File: src/rtl/refmask_pkg.sv
`timescale 1ns/1ps
package refmask_pkg;
  localparam int unsigned SEL_W = 3;

  typedef enum logic [SEL_W-1:0] {
    CS_WIN    = 3'd0,
    CS_MASK   = 3'd1,
    CS_OFS_LO = 3'd2,
    CS_OFS_HI = 3'd3,
    CS_DELAY  = 3'd4,
    CS_RSV5   = 3'd5,
    CS_RSV6   = 3'd6,
    CS_RSV7   = 3'd7
  } ctl_sel_e;
endpackage

File: src/rtl/strobe_sync.sv
`timescale 1ns/1ps
// Two-flop synchroniser plus edge detector; flags the rising edge of the strobe.
module strobe_sync #(
  parameter logic IDLE = 1'b0
) (
  input  logic clk,
  input  logic rst_n,
  input  logic strb_i,
  output logic rise_o
);
  logic [2:0] sync_q;
  logic [2:0] sync_d;

  always_comb begin
    sync_d = {sync_q[1:0], strb_i};
  end

  always_ff @(posedge clk or negedge rst_n) begin
    if (!rst_n) sync_q <= {3{IDLE}};
    else        sync_q <= sync_d;
  end

  assign rise_o = sync_q[1] & ~sync_q[2];
endmodule

File: src/rtl/ctl_decode.sv
`timescale 1ns/1ps
module ctl_decode
  import refmask_pkg::*;
#(
  parameter int unsigned BUS_W  = 8,
  parameter int unsigned MODE_W = 2,
  parameter int unsigned OFS_W  = 9,
  parameter int unsigned DLY_W  = 8
) (
  input  logic              clk,
  input  logic              rst_n,
  input  logic              evt_i,
  input  logic [SEL_W-1:0]  sel_i,
  input  logic [BUS_W-1:0]  data_i,
  output logic              mask_shift_o,
  output logic [MODE_W-1:0] win_o,
  output logic [OFS_W-1:0]  ofs_o,
  output logic [DLY_W-1:0]  dly_o
);
  localparam int unsigned HI_W = OFS_W - BUS_W;

  logic [MODE_W-1:0] win_q, win_d;
  logic [OFS_W-1:0]  ofs_q, ofs_d;
  logic [DLY_W-1:0]  dly_q, dly_d;
  ctl_sel_e          sel;

  assign sel = ctl_sel_e'(sel_i);

  always_comb begin
    win_d        = win_q;
    ofs_d        = ofs_q;
    dly_d        = dly_q;
    mask_shift_o = 1'b0;
    if (evt_i) begin
      case (sel)
        CS_WIN:    win_d = data_i[MODE_W-1:0];
        CS_MASK:   mask_shift_o = 1'b1;
        CS_OFS_LO: ofs_d[BUS_W-1:0] = data_i;
        CS_OFS_HI: ofs_d[OFS_W-1:BUS_W] = data_i[HI_W-1:0];
        CS_DELAY:  dly_d = data_i[DLY_W-1:0];
        default:   ;
      endcase
    end
  end

  always_ff @(posedge clk or negedge rst_n) begin
    if (!rst_n) begin
      win_q <= '0;
      ofs_q <= '0;
      dly_q <= '0;
    end else begin
      win_q <= win_d;
      ofs_q <= ofs_d;
      dly_q <= dly_d;
    end
  end

  assign win_o = win_q;
  assign ofs_o = ofs_q;
  assign dly_o = dly_q;
endmodule

File: src/rtl/shift_rank.sv
`timescale 1ns/1ps
// Staging rank of N_ST stages, chained into 2^mode lanes, plus active rank.
module shift_rank #(
  parameter int unsigned N_ST   = 8,
  parameter int unsigned ST_LEN = 32,
  parameter int unsigned MODE_W = 2
) (
  input  logic                   clk,
  input  logic                   rst_n,
  input  logic                   shift_i,
  input  logic [MODE_W-1:0]      mode_i,
  input  logic [N_ST-1:0]        din_i,
  input  logic                   xfer_i,
  output logic [N_ST*ST_LEN-1:0] pre_o,
  output logic [N_ST*ST_LEN-1:0] act_o
);
  localparam int unsigned TOT = N_ST * ST_LEN;
  localparam int unsigned LG  = $clog2(N_ST);

  logic [TOT-1:0]  pre_q, pre_d;
  logic [TOT-1:0]  act_q, act_d;
  logic [N_ST-1:0] feed;

  for (genvar s = 0; s < N_ST; s++) begin : g_stage
    if (s == 0) begin : g_head
      assign feed[s] = din_i[N_ST-1];
    end else begin : g_link
      localparam logic [2*LG-1:0] SIDX = (2*LG)'(s);
      logic [2*LG-1:0] scaled;
      logic [LG:0]     span_m1;
      logic [LG-1:0]   lane;
      logic            first;
      assign scaled  = SIDX << mode_i;
      assign lane    = scaled[2*LG-1:LG];
      assign span_m1 = ((LG+1)'(N_ST) >> mode_i) - (LG+1)'(1);
      assign first   = ((SIDX[LG:0] & span_m1) == '0);
      assign feed[s] = first ? din_i[(LG)'(N_ST-1) - lane] : pre_q[s*ST_LEN-1];
    end
    assign pre_d[s*ST_LEN +: ST_LEN] = shift_i ?
      {pre_q[s*ST_LEN +: ST_LEN-1], feed[s]} : pre_q[s*ST_LEN +: ST_LEN];
  end

  always_comb begin
    act_d = act_q;
    if (xfer_i) act_d = pre_q;
  end

  always_ff @(posedge clk or negedge rst_n) begin
    if (!rst_n) begin
      pre_q <= '0;
      act_q <= '0;
    end else begin
      pre_q <= pre_d;
      act_q <= act_d;
    end
  end

  assign pre_o = pre_q;
  assign act_o = act_q;
endmodule

File: src/rtl/refmask_loader.sv
`timescale 1ns/1ps
module refmask_loader
  import refmask_pkg::*;
#(
  parameter int unsigned N_STAGES  = 8,
  parameter int unsigned STAGE_LEN = 32,
  parameter int unsigned OFS_W     = 9,
  parameter int unsigned DLY_W     = 8,
  localparam int unsigned BUS_W    = N_STAGES,
  localparam int unsigned TAPS     = N_STAGES * STAGE_LEN,
  localparam int unsigned MODE_W   = $clog2($clog2(N_STAGES) + 1)
) (
  input  logic              clk,
  input  logic              rst_n,
  input  logic [BUS_W-1:0]  ref_byte,
  input  logic              ref_strobe,
  input  logic [BUS_W-1:0]  ctl_byte,
  input  logic [SEL_W-1:0]  ctl_sel,
  input  logic              ctl_strobe_n,
  input  logic              xfer_n,
  output logic [TAPS-1:0]   act_ref,
  output logic [TAPS-1:0]   act_mask,
  output logic [MODE_W-1:0] win_code,
  output logic [OFS_W-1:0]  score_ofs,
  output logic [DLY_W-1:0]  out_delay
);
  logic [1:0]      rst_pipe;
  logic            rst_int_n;
  logic            ref_evt;
  logic            ctl_evt;
  logic            mask_shift;
  logic            xfer;
  logic [TAPS-1:0] pre_ref;
  logic [TAPS-1:0] pre_mask;

  // reset asserts asynchronously and is released on a clock edge
  always_ff @(posedge clk or negedge rst_n) begin
    if (!rst_n) rst_pipe <= 2'b00;
    else        rst_pipe <= {rst_pipe[0], 1'b1};
  end
  assign rst_int_n = rst_pipe[1];

  assign xfer = ~xfer_n;

  strobe_sync #(.IDLE(1'b0)) u_ref_sync (
    .clk(clk), .rst_n(rst_int_n), .strb_i(ref_strobe), .rise_o(ref_evt)
  );

  strobe_sync #(.IDLE(1'b1)) u_ctl_sync (
    .clk(clk), .rst_n(rst_int_n), .strb_i(ctl_strobe_n), .rise_o(ctl_evt)
  );

  ctl_decode #(
    .BUS_W(BUS_W), .MODE_W(MODE_W), .OFS_W(OFS_W), .DLY_W(DLY_W)
  ) u_dec (
    .clk(clk), .rst_n(rst_int_n), .evt_i(ctl_evt), .sel_i(ctl_sel),
    .data_i(ctl_byte), .mask_shift_o(mask_shift), .win_o(win_code),
    .ofs_o(score_ofs), .dly_o(out_delay)
  );

  shift_rank #(.N_ST(N_STAGES), .ST_LEN(STAGE_LEN), .MODE_W(MODE_W)) u_ref (
    .clk(clk), .rst_n(rst_int_n), .shift_i(ref_evt), .mode_i(win_code),
    .din_i(ref_byte), .xfer_i(xfer), .pre_o(pre_ref), .act_o(act_ref)
  );

  shift_rank #(.N_ST(N_STAGES), .ST_LEN(STAGE_LEN), .MODE_W(MODE_W)) u_mask (
    .clk(clk), .rst_n(rst_int_n), .shift_i(mask_shift), .mode_i(win_code),
    .din_i(ctl_byte), .xfer_i(xfer), .pre_o(pre_mask), .act_o(act_mask)
  );
endmodule

File: config.mk
export PLATFORM = sky130hd
export DESIGN_NAME = refmask_loader
export DESIGN_NICKNAME = d
export VERILOG_FILES = /design/src/rtl/refmask_pkg.sv /design/src/rtl/strobe_sync.sv /design/src/rtl/ctl_decode.sv /design/src/rtl/shift_rank.sv /design/src/rtl/refmask_loader.sv
export SDC_FILE = /design/constraint.sdc
export NUM_CORES = 1
export LEC_CHECK = 0
export BUFFER_PORTS_ARGS = -buffer_cell sky130_fd_sc_hd__buf_2
export CAP_MARGIN = 20
export CORE_UTILIZATION = 50
export DETAILED_ROUTE_END_ITERATION = 8
export PLACE_DENSITY = 0.71
export SLEW_MARGIN = 20
export SYNTH_ARGS = -nofsm -noshare
export SYNTH_HDL_FRONTEND = slang
export SYNTH_SLANG_ARGS = --single-unit
export TNS_END_PERCENT = 50
File: constraint.sdc
create_clock -name clk -period 35.8 [get_ports clk]
set_clock_uncertainty 0.1 [all_clocks]
set_input_delay 1.79 -clock clk [delete_from_list [all_inputs] [get_ports clk]]
set_output_delay 1.79 -clock clk [all_outputs]
set_load 0.01 [all_outputs]
==> results.yml, run 1 <==
run_status:
  status: "finished clean"
setup_path:
  crit_type: "flop to async pin"
  reg2reg_depth: 5
  crit_top_cell: "buf_4"
  path_cells: "buf_4, buf_4, buf_4, buf_4, buf_4"
  slowest_delay_ns: 1.00
  path_buf_inv: 5
  crit_arrival_ns: 5.78
  worst_ep_required_time_ns: 36.42
  cp_max_fo: 80
  worst-path-stages: 5
  cp_slowest_cell: "dfrtp_4"
  worstSetupStartpointType: "flop"
  end_kind: "async pin"
  cpLargestDelayFamily: "buffers and inverters"
detailed_routing:
  route.detailed.drc: 0
  drtIter0Drc: 1911
  detail-route-antenna-nets: 0
  vias: 25311
  first_pass_iters: 7
  routed_via_density: 5.073
  routed_wl_um: 90850
  wl_per_cell_um: 18.21
sta:
  setup_viol: 0
  min_period_over_period_pct: 14.42
  max_freq_mhz: 193.7
  final_max_slew_viol_count: 0
  rsz0062_at_grt: "no"
  maxSlewHeadroom_pct: 26.35
  max_slew.worst_pin.slew_ns: 1.105
  hold-worst-slack_ns: 0.2472
  setup_slack_ns: 30.64
  min_period_ns: 5.162
  tns_ns: 0
  finalHoldViolations: 0
pwr:
  p_int_mw: 1.989
  seqPwrFrac_pct: 50.0
  power_frac_clock_pct: 41.4
  vdd_drop_max_uv: 43.96
  swShare_pct: 24.40
  p_switching_uw: 641.7
  power.density_nw_per_um2: 56.54
  pwr-share-comb_pct: 8.5
  power.total_mw: 2.631
  p_leak_nw: 26.66
die:
  placeableCoreArea_sq_um: 77850
  die_area_sq_um: 80130
  num_rows: 102
  io_pins: 555
  initial_utilization_pct: 50.74
  die_h_um: 283.1
  die_w_um: 283.1
min_path:
  min_delay_path_depth: 0
  holdCritPathClass: "flop to flop"
synth:
  ys_types: 35
  syn_nets: 3374
  ys_async_sr_fraction_pct: 100.0
  synth_area_sq_um: 39500
  ys_seq_elements: 1051
  synth_cells: 3346
  yosysMostFrequentCell: "nand2_1"
  synth_ff_type: "dfrtp_1"
  synth_area_per_cell_sq_um: 11.81
  yosysWarnings: 0
  synth_top_area_share_pct: 66.39
  ys_seq_area_share_pct: 66.59
  synth_edf_count: 0
  yosys-top-cells-area: "dfrtp_1, mux2_2, nand2_1, buf_2, clkbuf_1"
  yosysTopAreaCell: "dfrtp_1"
  synth_common_cells: "nand2_1, dfrtp_1, mux2_2"
clocking:
  root_buffer: "clkbuf_16"
  numCtsBuffers: 106
  clock_path_buffers: 3
  path_clk_slew_ns: 0.06
  clock_sinks: 1051
  postCtsSetupBuffers: 0
  cts_resized: 0
  clk_latency_ns: 0.64
  tritoncts: "yes"
  htree_levels: 3
  hold_buffers: 0
place:
  routabilityCongestion: 0.8172
  place_ws_ns: 30.35
  port_buffers: 554
  hpwl_um: 57970
global_routing:
  grt_first_pass_wirelength_um: 145000
  antenna_found_initial: 14
  grt.total_usage_pct: 22.69
  grt-ovfl-total: 0
  grt_max_degree: 184
  first_global_vias: 25224
run:
  maxCapViolCount: 0
finish:
  fill_cells: 6246
  area_growth_pct: 17.78
  nets: 3887
  drive_gt1_share_pct: 32.89
==> cells in the final DEF (no fill, tap or decap), drive strengths merged, types with 4 or more instances in the layout <==
| cell | count |
|---|---|
| clkbuf | 158 |
| a211oi | 5 |
| clkinv | 23 |
| a21oi | 4 |
| inv | 8 |
| nor2 | 5 |
| diode | 6 |
| nand2 | 1509 |
| mux4 | 10 |
| mux2 | 534 |
| mux2i | 14 |
| dfrtp | 1048 |
| ha | 4 |
| o21ai | 12 |
| buf | 581 |
| bufinv | 5 |
==> state kept, by name, summed over array words and instances, names as in the netlist <==
name,count
u_mask.act_o,256
u_ctl_sync.sync_q,3
rst_pipe,2
u_ref.pre_o,256
u_ref_sync.sync_q,3
u_dec.dly_o,8
u_dec.win_o,2
u_mask.pre_o,256
u_dec.ofs_o,9
u_ref.act_o,256
==> kinds of logic after synthesis <==
| logic type | Yosys count | synth area share [%] |
|---|---|---|
| compound gates | 26 | 0.3833 |
| fa+ha+maj | 4 | 0.1267 |
| buf+inv | 178 | 2.084 |
| flops | 1051 | 66.59 |
| mux | 558 | 16.16 |
| other cells | 1 | 0.009493 |
| simple gates | 1528 | 14.65 |
==> final timing paths <==
| check | start | end | slack, ns |
|---|---|---|---|
| max | rst_pipe[1] | u_ref.act_o[26] | 30.64 |
| min | u_ref_sync.sync_q[0] | u_ref_sync.sync_q[1] | 0.25 |
| max reg2reg | rst_pipe[1] | u_ref.act_o[26] | 30.64 |
| min reg2reg | u_ref_sync.sync_q[0] | u_ref_sync.sync_q[1] | 0.25 |
| max in group clk | xfer_n | u_mask.act_o[248] | 31.25 |
| min in group asynchronous | rst_pipe[1] | u_mask.pre_o[35] | 0.35 |
==> per-layer routing <==
layer | global-route usage [%] | part of all wire [%]
met1 | 30.66 | 43
met2 | 36.27 | 48
met3 | 5.145 | 5.9
met4 | 7.892 | 3.0
met5 | 0 | 0.063
==> layout make-up <==
class	count	area [sq um]	area share [%]
Antenna cell	6	15.01	0.03227
Sequential cell	1051	26310	56.55
Clock buffer	158	3088	6.637
Timing Repair Buffer	581	3048	6.551
Inverter	2	7.507	0.01614
Multi-Input combinational cell	2117	12390	26.64
Tap cell	1040	1301	2.797
Clock inverter	34	362.8	0.7799
==> worst reg2reg max path: cells and delay by family (launching register included) <==
family   cells  cell delay, ns
buf+inv      5            4.13
flops        1            1.00
==> power groups by stage <==
stage	logic, mW	clock network (mW)	registers [mW]
global placement	0.225	0	1.33
finish	0.225	1.09	1.32
detailed placement	0.229	0	1.34
global route	0.248	1.16	1.33
CTS	0.230	1.12	1.32
floorplan	0.110	0	1.36
==> per-stage QoR <==
stage | instances | utilization, % | area, sq um
2_1_floorplan | 3346 | - | 39500
4_1_cts | 4982 | 59.72 | 46490
6_report | 4989 | 59.76 | 46520
3_3_place_gp | 4790 | 55.28 | 43040
5_1_grt | 4987 | 59.75 | 46520
3_5_place_dp | 4790 | 55.28 | 43040
Note: power is estimated with default switching activity, not from simulation.
==> inputs of run 2 (changes only) <==
--- a/config.mk
+++ b/config.mk
@@ -5,6 +5,7 @@
 export SDC_FILE = /design/constraint.sdc
 export NUM_CORES = 1
 export LEC_CHECK = 0
+export ABC_AREA = 1
 export BUFFER_PORTS_ARGS = -buffer_cell sky130_fd_sc_hd__buf_2
 export CAP_MARGIN = 20
 export CORE_UTILIZATION = 50
==> constraint.sdc (replaced) <==
create_clock -name clk -period 5.4 [get_ports clk]
set_clock_uncertainty 0.1 [all_clocks]
set_input_delay 0.27 -clock clk [delete_from_list [all_inputs] [get_ports clk]]
set_output_delay 0.27 -clock clk [all_outputs]
set_load 0.01 [all_outputs]
==> run 2 against run 1 <==
  * Sequential power grew to 7.4 times the previous value
  * Count of clock-buffer cells in the layout is 8 higher
  * Register-to-register slack got worse by 29 ns
  * Maximum frequency grew 48%
  * Flip-flop and latch count is the same
  * Non-clock buffer count up 33
  * Final cell count increased by 13%
  * Critical path type is now flop to flop
  * Critical endpoint is now u_ref.pre_o[160]
==> results.yml, run 2 <==
run_status:
  status: "finished clean"
setup_path:
  slowest_delay_ns: 0.69
  end_kind: "flop"
  timing.rr.end: "u_ref.pre_o[160]"
  cp_max_fo: 15
  cpLargestDelayFamily: "buffers and inverters"
  path_cells: "ha_1, nand2_1, a21oi_1, o21ai_0, dlygate4sd3_1, nand3_1, dlygate4sd3_1, o21ai_1"
  reg2reg_setup_slack_ns: 1.92
  reg2reg_depth: 8
  crit_type: "flop to flop"
  crit_arrival_ns: 3.92
  path_buf_inv: 2
  crit_top_cell: "dlygate4sd3_1"
  r2r_start: "u_dec.win_o[1]"
  cp_slowest_cell: "dfrtp_1"
  worstSetupStartpointType: "flop"
  worst_ep_required_time_ns: 5.84
sta:
  finalHoldViolations: 0
  min_period_ns: 3.480
  final_max_slew_viol_count: 0
  max_slew.worst_pin.slew_ns: 0.9833
  min_period_over_period_pct: 64.45
  setup_viol: 0
  max_freq_mhz: 287.3
  rsz0062_at_grt: "no"
  setup_slack_ns: 1.920
  maxSlewHeadroom_pct: 34.45
synth:
  synth_ff_type: "dfrtp_1"
  syn_nets: 4044
  yosysMostFrequentCell: "nand2_1"
  yosysWarnings: 0
  synth_common_cells: "nand2_1, dfrtp_1, o21ai_0"
  ys_async_sr_fraction_pct: 100.0
  ys_seq_area_share_pct: 66.95
  synth_cells: 4016
  yosysTopAreaCell: "dfrtp_1"
  ys_seq_elements: 1051
  synth_area_per_cell_sq_um: 9.782
  synth_area_sq_um: 39290
  synth_edf_count: 0
  synth_top_area_share_pct: 66.75
  ys_types: 24
  yosys-top-cells-area: "dfrtp_1, o21ai_0, nand2_1, inv_1, o21ai_1"
min_path:
  holdCritStartpoint: "xfer_n"
  holdPathEnd: "u_mask.act_o[103]"
  min_delay_path_depth: 3
  holdCritPathClass: "input pin to flop"
global_routing:
  grt.total_usage_pct: 22.95
  grt_first_pass_wirelength_um: 144500
  first_global_vias: 26784
  antenna_found_initial: 8
  grt-ovfl-total: 0
  grt_max_degree: 177
detailed_routing:
  m1WireLength_um: 39380
  wl_met2_um: 41510
  vias: 27782
  first_pass_iters: 5
  routed_via_density: 4.928
  detail-route-antenna-nets: 0
  route.detailed.drc: 0
  wl_met3_um: 7032
  wl_per_cell_um: 16.18
  top_layer: "met5"
  routed_wl_um: 91200
  drtIter0Drc: 2023
finish:
  area_growth_pct: 18.56
  nets: 4534
  fill_cells: 6523
  post-route-util_pct: 60.03
  design_area_sq_um: 46580
  final_cell_mix: "nand2_1, dfrtp_1, o21ai_0, buf_2, inv_1"
  final_common_cell: "nand2_1"
  instances_no_fill: 5638
  drive_gt1_share_pct: 17.02
place:
  port_buffers: 554
  routabilityCongestion: 0.8239
  hpwl_um: 60950
  placedCellCount: 5412
  place_ws_ns: 2.698
  post_dp_cell_area_sq_um: 42620
clocking:
  root_buffer: "clkbuf_16"
  numCtsBuffers: 107
  htree_levels: 3
  postCtsSetupBuffers: 0
  clock_sinks: 1051
  clk_latency_ns: 0.67
  tritoncts: "yes"
  path_clk_slew_ns: 0.06
  clock_path_buffers: 3
die:
  initial_utilization_pct: 50.63
  die_h_um: 282.3
  io_pins: 555
  die_w_um: 282.3
  num_rows: 102
  placeableCoreArea_sq_um: 77590
  die_area_sq_um: 79700
pwr:
  vdd_drop_max_uv: 317.8
  power.total_mw: 20.10
  power.density_nw_per_um2: 431.5
  p_int_mw: 14.52
  p_leak_nw: 22.86
  pwr-share-comb_pct: 13.9
  p_switching_mw: 5.577
  power_frac_clock_pct: 37.7
  seqPwrFrac_pct: 48.4
  swShare_pct: 27.75
run:
  maxCapViolCount: 0
==> run 2: cell type report <==
class                           count  area, sq um  area share, %
Timing Repair Buffer              614         3471          7.451
Antenna cell                        3        7.507        0.01612
Tap cell                         1040         1301          2.794
Inverter                          539         2023          4.344
Clock inverter                     32        400.4         0.8596
Sequential cell                  1051        26310          56.48
Clock buffer                      166         3303          7.091
Multi-Input combinational cell   2193         9766          20.97
==> run 2: timing repair <==
| action | 4_1_cts | 5_1_grt |
|---|---|---|
| gates resized for setup | 0 | 0 |
| hold buffers | 25 | 0 |
| hold endpoints to repair | 34 | 0 |
==> run 2: cells by family after synthesis <==
group | count (synthesis) | synth area share, %
adder cells (fa/ha/maj) | 4 | 0.1274
other | 1 | 0.009545
AND/OR/NAND/NOR | 1111 | 10.76
multiplexers | 8 | 0.2293
AO/OA/AOI/OAI | 1069 | 13.69
flip-flops | 1051 | 66.95
buffers and inverters | 772 | 8.236
==> run 2: worst min-delay path, stage by stage <==
cell and delay (ns):
buf_8 0.28, nand2_1 0.13, o21ai_0 0.07
==> run 2: how the worst max path moves through the flow <==
stage | startpoint | to | slack (ns) | cells after the start
6_report | u_dec.win_o[1] | u_ref.pre_o[160] | 1.92 | 8
5_1_grt | u_dec.win_o[1] | u_ref.pre_o[160] | 1.78 | 8
4_1_cts | u_dec.win_o[1] | u_ref.pre_o[160] | 1.98 | 8
3_5_place_dp | u_dec.win_o[1] | u_mask.pre_o[192] | 2.70 | 8
3_3_place_gp | u_dec.win_o[1] | u_mask.pre_o[192] | 2.75 | 8
2_1_floorplan | rst_pipe[1] | u_dec.dly_o[0] | -4.78 | 0
==> run 2: power groups by stage <==
stage                     Sequential [mW]  Combinational (mW)  Clock [mW]
after floorplan                      10.1                1.24           0
after global placement               9.81                2.73           0
after detailed placement             9.84                2.81           0
after CTS                            9.73                2.84        7.75
after global routing                 9.87                3.18        8.06
final                                9.73                2.79        7.58
==> run 2: metal layers <==
metal  vias to the layer above  track usage (%)
met5                         -                0
li1                      13620                -
met1                     13349            30.77
met3                       173            6.938
met4                        10            8.649
met2                       630            35.29
==> run 2: per-stage QoR <==
step                setup TNS [ns]  hold slack [ns]
finish                           0          0.02719
global route                     0          0.04426
CTS                              0        0.0005906
detailed placement               0         -0.04362
global placement                 0         -0.04379
floorplan                 -5002.71          -0.1256
